## src/rtl/crc_accum_pkg.sv

```systemverilog
package crc_accum_pkg;
  localparam int XLEN    = 64;
  localparam int CRC_W   = 32;
  localparam int BYTE_W  = 8;
  localparam int MAX_BYTES = XLEN / BYTE_W;
  localparam int CNT_W   = $clog2(MAX_BYTES + 1);

  localparam logic [CRC_W-1:0] POLY_IEEE = 32'hEDB88320;
  localparam logic [CRC_W-1:0] POLY_CAST = 32'h82F63B78;

  // Strobes from the controller to the datapath
  typedef struct packed {
    logic load;
    logic step;
  } dpCtrl_t;
endpackage

```

## src/rtl/crc_accum_decode.sv

```systemverilog
module crc_accum_decode
  import crc_accum_pkg::*;
(
  input  logic [31:0]      instr,
  input  logic             featEn,
  input  logic             mode64,
  output logic             bad,
  output logic [CNT_W-1:0] nBytes,
  output logic             castagSel,
  output logic             noWrite
);
  logic       opMatch;
  logic [1:0] sizeFld;
  logic [2:0] polyFld;

  assign sizeFld = instr[7:6];
  assign polyFld = instr[10:8];
  assign opMatch = (instr[31:26] == 6'h1F) && (instr[5:0] == 6'h0F) &&
                   (instr[15:11] == 5'd0);

  always_comb begin
    bad = !opMatch || (polyFld > 3'd1) || !featEn ||
          ((sizeFld == 2'd3) && !mode64);
    nBytes    = CNT_W'(1) << sizeFld;
    castagSel = polyFld[0];
    noWrite   = (instr[20:16] == 5'd0);
  end
endmodule

```

## src/rtl/crc_accum_ctrl.sv

```systemverilog
module crc_accum_ctrl
  import crc_accum_pkg::*;
(
  input  logic             clk,
  input  logic             rst_n,
  input  logic             start,
  input  logic             bad,
  input  logic             noWrite,
  input  logic [CNT_W-1:0] nBytes,
  output dpCtrl_t          dpCtrl,
  output logic             busy,
  output logic             done,
  output logic             wrEn
);
  logic [CNT_W-1:0] remain;
  logic             discardQ;
  logic             accept;

  assign accept      = start && !busy;
  assign dpCtrl.load = accept && !bad;
  assign dpCtrl.step = busy;

  always_ff @(posedge clk or negedge rst_n) begin
    if (!rst_n) begin
      busy     <= 1'b0;
      remain   <= '0;
      discardQ <= 1'b0;
      done     <= 1'b0;
      wrEn     <= 1'b0;
    end else begin
      done <= 1'b0;
      wrEn <= 1'b0;
      if (accept) begin
        if (bad) begin
          done <= 1'b1;
        end else begin
          busy     <= 1'b1;
          remain   <= nBytes;
          discardQ <= noWrite;
        end
      end else if (busy) begin
        remain <= remain - CNT_W'(1);
        if (remain == CNT_W'(1)) begin
          busy <= 1'b0;
          done <= 1'b1;
          wrEn <= !discardQ;
        end
      end
    end
  end
endmodule

```

## src/rtl/crc_accum_dp.sv

```systemverilog
module crc_accum_dp
  import crc_accum_pkg::*;
(
  input  logic             clk,
  input  logic             rst_n,
  input  dpCtrl_t          dpCtrl,
  input  logic [XLEN-1:0]  crcIn,
  input  logic [XLEN-1:0]  msgIn,
  input  logic [CNT_W-1:0] nBytes,
  input  logic             castagSel,
  output logic [XLEN-1:0]  result
);
  logic [CRC_W-1:0] crcQ;
  logic [CRC_W-1:0] polyQ;
  logic [XLEN-1:0]  msgQ;
  logic [XLEN-1:0]  msgMasked;
  logic [CRC_W-1:0] crcNext;

  // Keep only the bytes the size field selects
  for (genvar g = 0; g < MAX_BYTES; g++) begin : gMask
    assign msgMasked[g*BYTE_W +: BYTE_W] =
      (g < int'(nBytes)) ? msgIn[g*BYTE_W +: BYTE_W] : '0;
  end

  always_comb begin
    logic [CRC_W-1:0] c;
    c = crcQ ^ {{(CRC_W-BYTE_W){1'b0}}, msgQ[BYTE_W-1:0]};
    for (int b = 0; b < BYTE_W; b++) begin
      c = c[0] ? ((c >> 1) ^ polyQ) : (c >> 1);
    end
    crcNext = c;
  end

  always_ff @(posedge clk or negedge rst_n) begin
    if (!rst_n) begin
      crcQ  <= '0;
      polyQ <= '0;
      msgQ  <= '0;
    end else if (dpCtrl.load) begin
      crcQ  <= crcIn[CRC_W-1:0];
      polyQ <= castagSel ? POLY_CAST : POLY_IEEE;
      msgQ  <= msgMasked;
    end else if (dpCtrl.step) begin
      crcQ <= crcNext;
      msgQ <= msgQ >> BYTE_W;
    end
  end

  assign result = {{(XLEN-CRC_W){crcQ[CRC_W-1]}}, crcQ};
endmodule

```

## src/rtl/crc_accum_unit.sv

```systemverilog
module crc_accum_unit
  import crc_accum_pkg::*;
(
  input  logic        clk,
  input  logic        rst_n,
  input  logic        start,
  input  logic [31:0] instr,
  input  logic [63:0] crcIn,
  input  logic [63:0] msgIn,
  input  logic        featEn,
  input  logic        mode64,
  output logic        rsvdExc,
  output logic        done,
  output logic        wrEn,
  output logic [63:0] result
);
  logic             bad;
  logic [CNT_W-1:0] nBytes;
  logic             castagSel;
  logic             noWrite;
  logic             busy;
  dpCtrl_t          dpCtrl;

  crc_accum_decode decode_i (
    .instr(instr), .featEn(featEn), .mode64(mode64), .bad(bad),
    .nBytes(nBytes), .castagSel(castagSel), .noWrite(noWrite)
  );

  crc_accum_ctrl ctrl_i (
    .clk(clk), .rst_n(rst_n), .start(start), .bad(bad), .noWrite(noWrite),
    .nBytes(nBytes), .dpCtrl(dpCtrl), .busy(busy), .done(done), .wrEn(wrEn)
  );

  crc_accum_dp dp_i (
    .clk(clk), .rst_n(rst_n), .dpCtrl(dpCtrl), .crcIn(crcIn), .msgIn(msgIn),
    .nBytes(nBytes), .castagSel(castagSel), .result(result)
  );

  assign rsvdExc = start && !busy && bad;
endmodule

```

## config.mk

```make
export PLATFORM = sky130hd
export DESIGN_NAME = crc_accum_unit
export DESIGN_NICKNAME = d
export VERILOG_FILES = /design/src/rtl/crc_accum_pkg.sv /design/src/rtl/crc_accum_decode.sv /design/src/rtl/crc_accum_ctrl.sv /design/src/rtl/crc_accum_dp.sv /design/src/rtl/crc_accum_unit.sv
export SDC_FILE = /design/constraint.sdc
export NUM_CORES = 1
export LEC_CHECK = 0
export BUFFER_PORTS_ARGS = -buffer_cell sky130_fd_sc_hd__buf_2
export CAP_MARGIN = 30
export CORE_ASPECT_RATIO = 0.7
export CORE_MARGIN = 1.5
export CORE_UTILIZATION = 44
export CTS_BUF_LIST = sky130_fd_sc_hd__clkbuf_4 sky130_fd_sc_hd__clkbuf_8
export DETAILED_ROUTE_END_ITERATION = 16
export PLACE_DENSITY = 0.76
export SYNTH_ARGS = -nofsm -noshare
export SYNTH_HDL_FRONTEND = slang
export SYNTH_SLANG_ARGS = --single-unit
```

## constraint.sdc

```tcl
create_clock -name clk -period 2.9 [get_ports clk]
set_clock_uncertainty 0.1 [all_clocks]
set_input_delay 0.725 -clock clk [delete_from_list [all_inputs] [get_ports clk]]
set_output_delay 0.725 -clock clk [all_outputs]
set_load 0.005 [all_outputs]
```

==> Word level (Yosys, flattened, before mapping) <==
Index checks and enable logic that the tools add are counted.
{ "totals": {"reg_bits": 136, "word_cells": 90} }
{ "classes": {"bitwise_logic": 10, "n_reduce_logical": 21, "muxes": 35, "n_eq_ne": 5, "n_lt_le_gt_ge": 9, "n_shift": 1, "n_addsub": 1} }
{ "ops": {"columns": ["operator", "n"], "rows": [
  ["2-to-1 mux 32 bit", 10],
  ["bitwise XOR 31 x 32 -> 32 bit", 8],
  ["2-to-1 mux 64 bit", 2],
  ["2-to-1 mux 8 bit", 8],
  ["bitwise XOR 32 x 8 -> 32 bit", 1],
  ["2-to-1 mux 31 bit", 1],
  ["< comparator 3 x 4 -> 1 bit, first input constant", 4],
  ["2-to-1 mux 4 bit", 3],
  ["2-to-1 mux 1 bit", 11],
  ["zero test 5 bit", 2],
  ["< comparator 1 x 4 -> 1 bit, first input constant", 2],
  ["< comparator 2 x 4 -> 1 bit, first input constant", 2],
  ["equality test 6 x 4 -> 1 bit, second input constant", 1],
  ["equality test 6 x 5 -> 1 bit, second input constant", 1],
  ["logical AND 1 bit", 6],
  ["zero test 1 bit", 6],
  ["equality test 4 x 1 -> 1 bit, second input constant", 1],
  ["AND reduction 2 bit", 2],
  ["nonzero test 2 bit", 2],
  ["left shift 1 x 2 -> 4 bit, first input constant", 1],
  ["subtractor 4 x 1 -> 4 bit, second input constant", 1],
  ["> comparator 3 x 1 -> 1 bit, second input constant", 1],
  ["logical OR 1 bit", 3],
  ["equality test 2 bit, second input constant", 1],
  ["other kinds (2)", 2]
]} }

==> Logic depth before layout (Yosys ltp) <==
Gate-level depths: netlist of run 1.
{ "depth": {"ltp_word": 19, "ltp_mapped": 10, "mapped_depth_nobuf": 8} }

==> Cells and area by module <==
Synthesis of run 1 repeated with hierarchy kept, for this count alone.
{ "unflattened": {"cells_unflattened": 816, "area_unflattened_um2": 7483.4} }
{ "by_module_without_submodules": {"columns": ["module", "cells_each", "instances", "area_per_inst_um2", "seq_area_each_um2"], "rows": [
  ["crc_accum_dp", 764, 1, 6941.7, 2477.4],
  ["crc_accum_ctrl", 36, 1, 420.4, 200.2],
  ["crc_accum_decode", 15, 1, 112.6, 0.0],
  ["crc_accum_unit", 1, 1, 8.8, 0.0]
]} }

==> Least setup slack after synthesis of run 1 <==
OpenSTA, ideal clock, no wires.
{ "synth_timing": {"path_type": "input to register", "start": "in instr[15]", "end": "reg dp_i.polyQ[25]", "cell_stages": 8, "required_time_ns": 2.664, "n_path_buf": 3, "arrival_time_ns": 2.603, "path_slack_ns": 0.061, "path_cell_list": "nor4b_1 nand2_1 nor4_1 and2_1 clkbuf_1 clkbuf_1 buf_1 o21ai_0"} }
{ "synth_between": {"elab_chain_cells": 8} }
{ "synth_rtl": {"columns": ["item", "line_no", "text"], "rows": [
  ["from (decl)", "crc_accum_unit.sv:7", "input logic [31:0] instr,"],
  ["zero test 5 bit", "crc_accum_decode.sv:19", "(instr[15:11] == 5'd0);"],
  ["logical AND 1 bit", "crc_accum_decode.sv:18", "assign opMatch = (instr[31:26] == 6'h1F) && (instr[5:0] == 6'h0F) &&"],
  ["zero test 1 bit", "crc_accum_decode.sv:22", "bad = !opMatch || (polyFld > 3'd1) || !featEn ||"],
  ["logical OR 1 bit (3 in series)", "crc_accum_decode.sv:22", null],
  ["zero test 1 bit", "crc_accum_ctrl.sv:20", "assign dpCtrl.load = accept && !bad;"],
  ["logical AND 1 bit", "crc_accum_ctrl.sv:20", null],
  ["to (signal assigned)", "crc_accum_dp.sv:41", "polyQ <= castagSel ? POLY_CAST : POLY_IEEE;"],
  ["to (decl)", "crc_accum_dp.sv:14", "logic [CRC_W-1:0] polyQ;"]
]} }
Every way passes these cells.
A chain may end at the register's enable or synchronous reset.

==> Worst setup path in the final report of run 1 <==
{ "layout_timing": {"start": "reg dp_i.msgQ[1]", "end": "reg dp_i.crcQ[3]"} }
{ "layout_between": {"elab_chain_cells": 18} }
{ "layout_rtl": {"columns": ["item", "line_no", "text"], "rows": [
  ["from (decl)", "crc_accum_dp.sv:15", "logic [XLEN-1:0] msgQ;"],
  ["from (signal assigned)", "crc_accum_dp.sv:42", "msgQ <= msgMasked;"],
  ["from (signal assigned)", "crc_accum_dp.sv:45", "msgQ <= msgQ >> BYTE_W;"],
  ["bitwise XOR 32 x 8 -> 32 bit (*)", "crc_accum_dp.sv:27", "c = crcQ ^ {{(CRC_W-BYTE_W){1'b0}}, msgQ[BYTE_W-1:0]};"],
  ["bitwise XOR 31 x 32 -> 32 bit", "crc_accum_dp.sv:29", "c = c[0] ? ((c >> 1) ^ polyQ) : (c >> 1);"],
  ["2-to-1 mux 32 bit (*) (2 in series)", "crc_accum_dp.sv:29", null],
  ["bitwise XOR 31 x 32 -> 32 bit", "crc_accum_dp.sv:29", null],
  ["2-to-1 mux 32 bit (*)", "crc_accum_dp.sv:29", null],
  ["bitwise XOR 31 x 32 -> 32 bit", "crc_accum_dp.sv:29", null],
  ["2-to-1 mux 32 bit (*)", "crc_accum_dp.sv:29", null],
  ["bitwise XOR 31 x 32 -> 32 bit", "crc_accum_dp.sv:29", null],
  ["2-to-1 mux 32 bit (*)", "crc_accum_dp.sv:29", null],
  ["bitwise XOR 31 x 32 -> 32 bit", "crc_accum_dp.sv:29", null],
  ["2-to-1 mux 32 bit (*)", "crc_accum_dp.sv:29", null],
  ["bitwise XOR 31 x 32 -> 32 bit", "crc_accum_dp.sv:29", null],
  ["2-to-1 mux 32 bit (*)", "crc_accum_dp.sv:29", null],
  ["bitwise XOR 31 x 32 -> 32 bit", "crc_accum_dp.sv:29", null],
  ["2-to-1 mux 32 bit (*)", "crc_accum_dp.sv:29", null],
  ["2-to-1 mux 32 bit (*)", "crc_accum_dp.sv:43", "end else if (dpCtrl.step) begin"],
  ["2-to-1 mux 32 bit (*)", "crc_accum_dp.sv:39", "end else if (dpCtrl.load) begin"],
  ["to (signal assigned)", "crc_accum_dp.sv:40", "crcQ <= crcIn[CRC_W-1:0];"],
  ["to (signal assigned)", "crc_accum_dp.sv:44", "crcQ <= crcNext;"],
  ["to (decl)", "crc_accum_dp.sv:13", "logic [CRC_W-1:0] crcQ;"]
]} }
Every way passes the cells marked *; elsewhere a longest branch is shown, timed or not. The select of a mux whose other input is x is not followed.

==> results of run 1 <==
## routing by layer
layer | GRT usage (%) | share of wire (%) | vias up
met2 | 37.50 | 40 | 339
met1 | 40.12 | 49 | 3098
met4 | 5.850 | 0.93 | 0
met3 | 6.701 | 9.5 | 16
li1 | - | - | 3101
met5 | 0 | 0 | -
## critical path, stage by stage (launching register included)
cell and delay [ns]:
dfrtp_1 0.42, xor2_1 0.19, buf_4 0.25, buf_4 0.18, nand2_1 0.14, xnor2_2 0.33, xnor2_2 0.20, mux2i_2 0.41
xnor2_1 0.16, xnor2_1 0.23, o21ai_1 0.08
## layout make-up
type | instances | area, um2
Inverter | 16 | 60.06
Clock inverter | 6 | 97.59
Sequential cell | 107 | 2679
Timing Repair Buffer | 260 | 1531
Clock buffer | 10 | 131.4
Fill cell | 1483 | 6920
Antenna cell | 2 | 5.005
Multi-Input combinational cell | 598 | 4038
Tap cell | 220 | 275.3
## synth_stat cells (all sizes together) (6+ instances only)
cell type | number | share of area (%)
a21oi | 42 | 2.9
nand3 | 16 | 1.2
a211oi | 6 | 0.94
mux2 | 7 | 1.1
nor3 | 9 | 0.63
o21ai | 71 | 5.0
nor2 | 57 | 3.0
nand2 | 134 | 7.0
clkbuf | 36 | 1.9
xor2 | 28 | 4.0
dfrtp | 107 | 37
inv | 15 | 0.78
xnor2 | 95 | 12
xnor3 | 7 | 2.2
a22oi | 42 | 4.4
mux2i | 23 | 3.3
a22o | 9 | 1.1
buf | 46 | 4.2
## path summary, 6_finish.rpt
kind	from	endpoint	slack, ns	depth (start not counted)
worst max-delay path	dp_i.msgQ[1]	dp_i.crcQ[3]	0.09	10
worst min-delay path	rst_n	dp_i.crcQ[14]	0.25	1
worst max register to register	dp_i.msgQ[1]	dp_i.crcQ[3]	0.09	10
worst min register to register	ctrl_i.discardQ	ctrl_i.wrEn	0.33	1
max in group asynchronous	rst_n	dp_i.crcQ[23]	1.82	2
min in group clk	ctrl_i.discardQ	ctrl_i.wrEn	0.33	1
## flip-flops by register name, summed over array words and instances, names as in the netlist
signal           flops
ctrl_i.discardQ      1
ctrl_i.remain        4
dp_i.crcQ           32
dp_i.msgQ           64
dp_i.polyQ           3
ctrl_i.wrEn          1
ctrl_i.done          1
ctrl_i.busy          1
## placed cells by master, fill, tap and decap left out, types with 9 or more instances in the layout
cell type  synthesis  layout
buf_2              7     193
nand3_1           15      15
inv_1             15      15
buf_4             32      62
o21ai_1           10      10
nor3_1             9       9
xor2_1            25      25
a22o_1             9       9
o21ai_0           60      60
a22oi_1           42      42
a21oi_1           42      42
clkbuf_8           0       9
dfrtp_1          107     106
mux2i_1           22      22
xnor2_1           88      87
nand2_1          133     133
nor2_1            57      55
## stage by stage
| stage | worst slack, ns | cell area (um2) |
|---|---|---|
| final | 0.08730 | 8817 |
| after CTS | 0.1169 | 8801 |
| after floorplan | 0.06093 | 7182 |
| after global placement | -0.1232 | 8564 |
| after global routing | -0.007396 | 8812 |
| after detailed placement | -0.1303 | 8564 |
## cells by family after synthesis
logic type | share of synthesized area [%]
AOI/OAI and AO/OA | 17.09
xor gates and xnor gates | 20.05
adders and majority gates | 0.3484
buffers and inverters | 6.916
DFF | 37.28
muxes | 4.355
and+or+nand+nor | 13.95
## timing repair
item,CTS,global route
hold buffers,0,0
resized for setup,1,1
setup buffers,0,0
endpoints found under the setup margin,8,2
==> results.json, run 1 <==
{
  "post-place-cells": 1201,
  "arrival_ns": 2.95,
  "vias": 6554,
  "wirelength_mm": 22.14,
  "start_util_pct": 45.64,
  "setup_violations": 0,
  "die_h_um": 109.9,
  "route.detailed.drc": 0,
  "avgViaCountPerCell": 5.377,
  "clkLatencyLatePin_ns": 0.36,
  "cts_root_buffer": "clkbuf_8",
  "drtIter0Drc": 519,
  "overflow": 0,
  "ctsHtreeMaxLevel": 3,
  "syn_nets": 970,
  "grt_pass1_vias": 6163,
  "syn_area_um2": 7182,
  "yosysWarnings": 0,
  "async_flop_share_pct": 100.0,
  "whs_ns": 0.2529,
  "slew-limit-headroom_pct": 52.19,
  "setup_tns_ns": 0,
  "fin_crit_ns": 2.813,
  "portBuffers": 194,
  "max_cap_violations": 0,
  "firstDrtPassIters": 5,
  "ys_seq_area_share_pct": 37.28,
  "rsz0062_at_grt": "true",
  "cts_buffers": 9,
  "final_cells": 1219,
  "tritoncts": "built",
  "io_pins": 232,
  "dieArea_um2": 17110,
  "clk_pin_slew_ns": 0.11,
  "period_share_pct": 96.99,
  "avgSynthCellArea_um2": 8.944,
  "syn_to_final_growth_pct": 22.77,
  "synthFlopType": "dfrtp_1",
  "netlist_instances": 803,
  "path_class": "reg2reg",
  "ys_ff_latch": 107,
  "grt_usage_pct": 26.45,
  "fp-row-count": 38,
  "fin_nets": 1159,
  "cp.required_ns": 3.04,
  "max_freq_ghz": 0.3555,
  "slew_viol_final": 0,
  "cp-end-kind": "flip-flop",
  "grt_pass1_wl_mm": 33.78,
  "dp_hpwl_mm": 16.81,
  "drtAntennaViolNets": 0,
  "drive_gt1_share_pct": 31.09,
  "antenna_found_initial": 0,
  "grt_max_degree": 47,
  "routabilityCongestion": 1.010,
  "hold_path.class": "in2async",
  "synth-edff-count": 0,
  "clock-sinks": 107,
  "crit_fanout": 8,
  "ys_types": 60,
  "final-hold-violation-count": 0,
  "clockBufferDepth": 2,
  "post_drt_wl_per_cell_um": 18.17,
  "coreArea_um2": 15740,
  "status": "completed",
  "die_w_um": 155.7,
  "final_util_pct": 56.03,
  "worst_slew_pin_slew_ns": 0.7171,
  "start_kind": "flip-flop"
}
Power of run 1 is left out: the tool's default activity adds up to more than one toggle a clock period on the data nets, which glitch-free logic cannot reach.
==> run 2: changes to the inputs <==
- ABC_AREA: not set -> 1
- HOLD_SLACK_MARGIN: not set -> 0.06
- PLACE_DENSITY: 0.76 -> 0.74
==> run 2 against run 1 <==
  * Area after synthesis increased by 11%
  * Flip-flop and latch count unchanged
  * First-iteration DRC count increased by 38%
  * Hold slack got worse by 0.054 ns
  * Fmax increased by 12%
  * Utilization decreased by 3.9 points
  * Die area increased by 11%
  * Register-to-register slack improved by 0.31 ns
  * Wire length increased by 14%
  * Cell area increased by 5.9%
  * Final cell count increased by 23%
  * Highest routed layer is now met5
==> results.json, run 2 <==
{
  "drtIter0Drc": 718,
  "synth-compound-area-share_pct": 12.21,
  "status": "completed",
  "clockBufferDepth": 2,
  "slew-limit-headroom_pct": 43.72,
  "die_w_um": 164.2,
  "routabilityCongestion": 0.9882,
  "firstDrtPassIters": 5,
  "clock-sinks": 107,
  "worst_slew_pin_slew_ns": 0.8443,
  "synthFlopType": "dfrtp_1",
  "synth_top_family_by_area": "simple AND/OR/NAND/NOR gates",
  "fillerInstances": 1805,
  "dp_hpwl_mm": 19.23,
  "regMostFlops": "dp_i.msgQ",
  "syn_nets": 1269,
  "max_freq_ghz": 0.4000,
  "grt_pass1_vias": 7093,
  "final_common_cell": "nand2_1",
  "avgSynthCellArea_um2": 7.263,
  "wirelength_mm": 25.18,
  "synth-edff-count": 0,
  "finalInstanceArea_um2": 9336,
  "hold_path.class": "in2async",
  "power.total_mw": 2.673,
  "final_cells": 1496,
  "reg.largest.list": "dp_i.msgQ x64, dp_i.crcQ x32, ctrl_i.remain x4",
  "grt-busiest-layer": "met1",
  "cp-end-kind": "flip-flop",
  "start_kind": "flip-flop",
  "crit_fanout": 10,
  "async_flop_share_pct": 100.0,
  "fin_nets": 1422,
  "grt_max_degree": 59,
  "irDropWorstVdd_mv": 0.2262,
  "cts_root_buffer": "clkbuf_8",
  "post_drt_wl_per_cell_um": 16.83,
  "largest_reg_flops": 64,
  "grt_usage_pct": 27.39,
  "route.detailed.drc": 0,
  "synth_common_cells": "333 x nand2_1, 117 x nand3_1, 107 x dfrtp_1, 85 x inv_1, 65 x o21ai_0",
  "portBuffers": 194,
  "synth_mux_area_share_pct": 0,
  "rsz0062_at_grt": "false",
  "max_cap_violations": 0,
  "combPwrFrac_pct": 5.7,
  "synth_xor_xnor_area_share_pct": 6.300,
  "ys_ff_latch": 107,
  "cts_hold_buf": 0,
  "leakagePower_nw": 5.047,
  "synth_top_cell_area_share_pct": 33.45,
  "yosys.area.top_type": "dfrtp_1",
  "tritoncts": "built",
  "ys_types": 52,
  "place_area_um2": 9116,
  "seq_power_share_pct": 55.9,
  "overflow": 0,
  "met2_usage_pct": 39.94,
  "use_met3_pct": 6.908,
  "clkLatencyLatePin_ns": 0.42,
  "vias": 7869,
  "final-hold-violation-count": 0,
  "setup_tns_ns": 0,
  "path_class": "reg2reg",
  "grt_pass1_wl_mm": 39.16,
  "setup_violations": 0,
  "ctsHtreeMaxLevel": 3,
  "post_cts_buffers": 0,
  "cts_buffers": 9,
  "p_sw_mw": 0.7454,
  "internal_power_mw": 1.927,
  "post-place-cells": 1480,
  "power_density_nw_per_um2": 286.3,
  "period_share_pct": 86.21,
  "clk_pin_slew_ns": 0.14,
  "ys_seq_area_share_pct": 33.45,
  "p_clk_share_pct": 38.5,
  "slew_viol_final": 0,
  "synth.area.top_cells": "dfrtp_1 33%, nand2_1 16%, nand3_1 7.3%, o21ai_0 4.1%, inv_1 4.0%",
  "io_pins": 232,
  "drive_gt1_share_pct": 27.78,
  "fp-row-count": 41,
  "met1_usage_pct": 40.84,
  "syn_area_um2": 8004,
  "synth.most_common_cell": "nand2_1",
  "antenna_cells": 0,
  "netlist_instances": 1102,
  "mostFrequentLayoutCells": "333 x nand2_1, 193 x buf_2, 117 x nand3_1",
  "fin_crit_ns": 2.500,
  "yosys.area_share.simple_pct": 36.77,
  "synthAdderAreaFrac_pct": 0.3126,
  "drtAntennaViolNets": 0,
  "start_util_pct": 44.71,
  "avgViaCountPerCell": 5.260,
  "whs_ns": 0.1990,
  "syn_to_final_growth_pct": 16.65,
  "dieArea_um2": 19020,
  "arrival_ns": 2.71,
  "yosysWarnings": 0,
  "cts_resized": 0,
  "die_h_um": 115.8,
  "coreArea_um2": 17900,
  "antenna_found_initial": 1,
  "cp.required_ns": 3.11,
  "sw_frac_of_total_pct": 27.89
}
[run 2: changes by cell type in the layout (fill, tap and decap cells not counted), sizes merged, moves of 13 or more]
| cell | before | now |
|---|---|---|
| xnor2 | 95 | 19 |
| nand3 | 16 | 126 |
| nand2 | 134 | 390 |
| mux2i | 23 | 0 |
| o211ai | 4 | 24 |
| a22oi | 42 | 7 |
| a21oi | 42 | 29 |
| buf | 260 | 220 |
| inv | 17 | 111 |
[run 2: cells by family after synthesis]
kind of cell,after synthesis
xor gates and xnor gates,55
and+or+nand+nor,590
AOI/OAI and AO/OA,162
buffers and inverters,186
DFF,107
adders and majority gates,2
[run 2: worst paths after layout]
path,from,to,slack (ns),cells past startpoint
min,rst_n,dp_i.msgQ[45],0.20,1
max,dp_i.polyQ[25],dp_i.crcQ[10],0.40,13
max reg2reg,dp_i.polyQ[25],dp_i.crcQ[10],0.40,13
min reg2reg,ctrl_i.discardQ,ctrl_i.wrEn,0.34,1
max in group asynchronous,rst_n,dp_i.msgQ[61],1.80,2
min in group clk,ctrl_i.discardQ,ctrl_i.wrEn,0.34,1
[run 2: area by class of cell]
| cell class | instances | area (um2) | area share (%) |
|---|---|---|---|
| multi-input combinational | 809 | 4464 | 47.82 |
| sequential | 107 | 2678 | 28.68 |
| timing repair buffer | 220 | 1256 | 13.45 |
| clock inverter | 7 | 96.34 | 1.032 |
| inverter | 108 | 422.9 | 4.530 |
| clock buffer | 9 | 123.9 | 1.327 |
| tap | 236 | 295.3 | 3.163 |
[run 2: metal layers]
layer | part of all wire, % | routed length (um)
met1 | 47 | 11900
met2 | 42 | 10480
met3 | 9.8 | 2470
met4 | 1.3 | 327
met5 | 0.040 | 10
[run 2: stage by stage]
step	utilization, %	setup WS (ns)
after global routing	52.15	0.1713
after floorplan	-	0.7099
after CTS	52.15	0.4217
after detailed placement	50.92	0.08981
after global placement	50.92	0.1440
final	52.15	0.3998
[run 2: worst max-delay path, stage by stage (launching register included)]
cell and delay (ns):
dfrtp_1 0.57, buf_4 0.25, buf_4 0.26, nand2_4 0.11, nand2_8 0.09, nand2_8 0.08, nand2_2 0.07, nand3_1 0.24
nand2_1 0.13, nand2_1 0.07, xor2_1 0.22, nand2_1 0.10, nand2_1 0.07, nand2_1 0.04
[run 2: power groups by stage]
| stage | Sequential (mW) | Clock (mW) | Combinational [mW] |
|---|---|---|---|
| after detailed placement | 1.52 | 0 | 0.153 |
| after global routing | 1.49 | 1.09 | 0.171 |
| after global placement | 1.52 | 0 | 0.152 |
| after floorplan | 1.52 | 0 | 0.0215 |
| after CTS | 1.49 | 1.04 | 0.154 |
| final | 1.49 | 1.03 | 0.152 |
Note: power is estimated with default switching activity, not from simulation.
==> run 3: changes to the inputs <==
- CORE_UTILIZATION: 44 -> 49
- PLACE_DENSITY: 0.74 -> 0.79
- clock period: 2.9 -> 2 ns (I/O delays scaled with it)
==> run 3 against run 2 <==
  * The flow now finishes with violations (negative setup slack)
  * Critical path depth grew 5
  * Clock power up 45%
  * Sequential power grew 46%
  * Largest cell class unchanged
  * Die area shrank 10%
  * Critical path type unchanged
  * Register-to-register slack got worse by 0.75 ns
  * Final cell count up 10%
  * Setup slack got worse by 0.75 ns
==> results.json, run 3 (same netlist as run 2, synthesis figures left out) <==
{
  "status": "complete, but fails checks",
  "violations": "negative setup slack",
  "slew-limit-headroom_pct": 70.36,
  "route.detailed.drc": 0,
  "r2r_cells": 18,
  "fin_nets": 1592,
  "reg.largest.list": "dp_i.msgQ x64, dp_i.crcQ x32, ctrl_i.remain x4",
  "max_freq_ghz": 0.4250,
  "antenna_cells": 0,
  "overflow": 0,
  "syn_to_final_growth_pct": 48.41,
  "tritoncts": "built",
  "grt_usage_pct": 32.64,
  "leakagePower_nw": 6.273,
  "io_pins": 232,
  "routabilityCongestion": 1.000,
  "rsz0062_at_grt": "true",
  "start_util_pct": 50.86,
  "firstDrtPassIters": 5,
  "clkLatencyLatePin_ns": 0.39,
  "die_w_um": 155.8,
  "largest_reg_flops": 64,
  "cp.required_ns": 2.22,
  "antenna_found_initial": 0,
  "clk_pin_slew_ns": 0.13,
  "hold_path.class": "in2reg",
  "start_kind": "flip-flop",
  "coreArea_um2": 15740,
  "irDropWorstVdd_mv": 0.3230,
  "min_path_cells": 2,
  "drtAntennaViolNets": 0,
  "final_cells": 1650,
  "setup_violations": 60,
  "cp-end-kind": "flip-flop",
  "fp-row-count": 38,
  "wirelength_mm": 29.17,
  "power_density_nw_per_um2": 330.4,
  "arrival_ns": 2.58,
  "final-hold-violation-count": 0,
  "drtIter0Drc": 757,
  "worst_slew_pin_slew_ns": 0.4446,
  "grt_pass1_vias": 7965,
  "mostFrequentLayoutCells": "255 x nand2_1, 192 x buf_2, 157 x buf_4",
  "fin_crit_ns": 2.353,
  "crit_fanout": 6,
  "setup_ws_ns": -0.3528,
  "setup_tns_ns": -9.612,
  "drive_gt1_share_pct": 47.83,
  "max_cap_violations": 0,
  "cts_root_buffer": "clkbuf_8",
  "grt_pass1_wl_mm": 42.26,
  "clock-sinks": 107,
  "dp_hpwl_mm": 20.76,
  "final_common_cell": "nand2_1",
  "post_drt_wl_per_cell_um": 17.68,
  "clockBufferDepth": 2,
  "die_h_um": 109.9,
  "regMostFlops": "dp_i.msgQ",
  "ctsHtreeMaxLevel": 3,
  "grt_max_degree": 46,
  "dieArea_um2": 17120,
  "cts_buffers": 9,
  "portBuffers": 194,
  "avgViaCountPerCell": 5.415,
  "post-place-cells": 1589,
  "path_class": "reg2reg",
  "slew_viol_final": 0,
  "period_share_pct": 117.6,
  "vias": 8935
}
run 3: power breakdown:
part | switching [mW] | leakage [nW] | internal [mW]
Clock | 0.964 | 0.109 | 0.526
Combinational | 0.140 | 4.77 | 0.130
Sequential | 0.000722 | 1.39 | 2.16
Total | 1.11 | 6.27 | 2.82
run 3: path summary, 6_finish.rpt:
kind | startpoint | end | slack [ns]
worst max-delay path | dp_i.crcQ[2] | dp_i.crcQ[16] | -0.35
worst min-delay path | instr[20] | ctrl_i.discardQ | 0.19
worst max register to register | dp_i.crcQ[2] | dp_i.crcQ[16] | -0.35
worst min register to register | ctrl_i.discardQ | ctrl_i.wrEn | 0.35
max in group asynchronous | rst_n | dp_i.crcQ[0] | 0.72
min in group asynchronous | rst_n | dp_i.msgQ[60] | 0.49
run 3: area by class of cell:
type	instances	area, um2
clock buffers	9	123.9
clock inverters	7	96.34
fillers	1152	3859
inverters	108	457.9
multi-input cells	809	5468
flip-flops and latches	107	2681
well taps	220	275.3
repair buffers	390	2776
run 3: worst max-delay path, cell delays in order (launching register included):
cell	delay, ns
dfrtp_1	0.45
inv_2	0.09
nand2_2	0.07
nand2_4	0.13
inv_4	0.06
nand2_4	0.07
nand3_4	0.11
nand2_4	0.13
inv_4	0.05
nor2_8	0.23
buf_6	0.15
nand2_4	0.05
nand2_4	0.08
nor2_4	0.04
inv_2	0.08
a21oi_1	0.07
o21ai_1	0.15
nand2_1	0.08
nand2_1	0.08
run 3: routing by layer:
layer | global-route usage (%) | routed length (um) | vias up
li1 | - | - | 4180
met1 | 47.78 | 12850 | 4208
met2 | 50.57 | 12970 | 494
met3 | 6.346 | 2802 | 53
met4 | 5.850 | 544 | 0
met5 | 0 | 0 | -
run 3: metrics by stage:
step	power (mW)	utilization, %	hold WS (ns)	instance area, um2	worst slack [ns]
4_1_cts	3.917	69.35	0.1810	10910	-0.2755
6_report	3.925	75.48	0.1862	11880	-0.3528
3_5_place_dp	2.444	64.29	0.3376	10120	-0.3851
3_3_place_gp	2.439	64.29	0.3145	10120	-0.2660
2_1_floorplan	2.239	-	0.1044	8004	0.03486
5_1_grt	4.052	75.48	0.1665	11880	-0.4382
run 3: what timing repair did:
item / 4_1_cts / 5_1_grt
pin swaps: 41 / 77
setup buffers: 19 / 23
endpoints found under the hold margin: 28 / 0
hold buffers: 1 / 0
gates cloned: 0 / 4
setup endpoints to repair: 33 / 99
resized for setup: 116 / 169
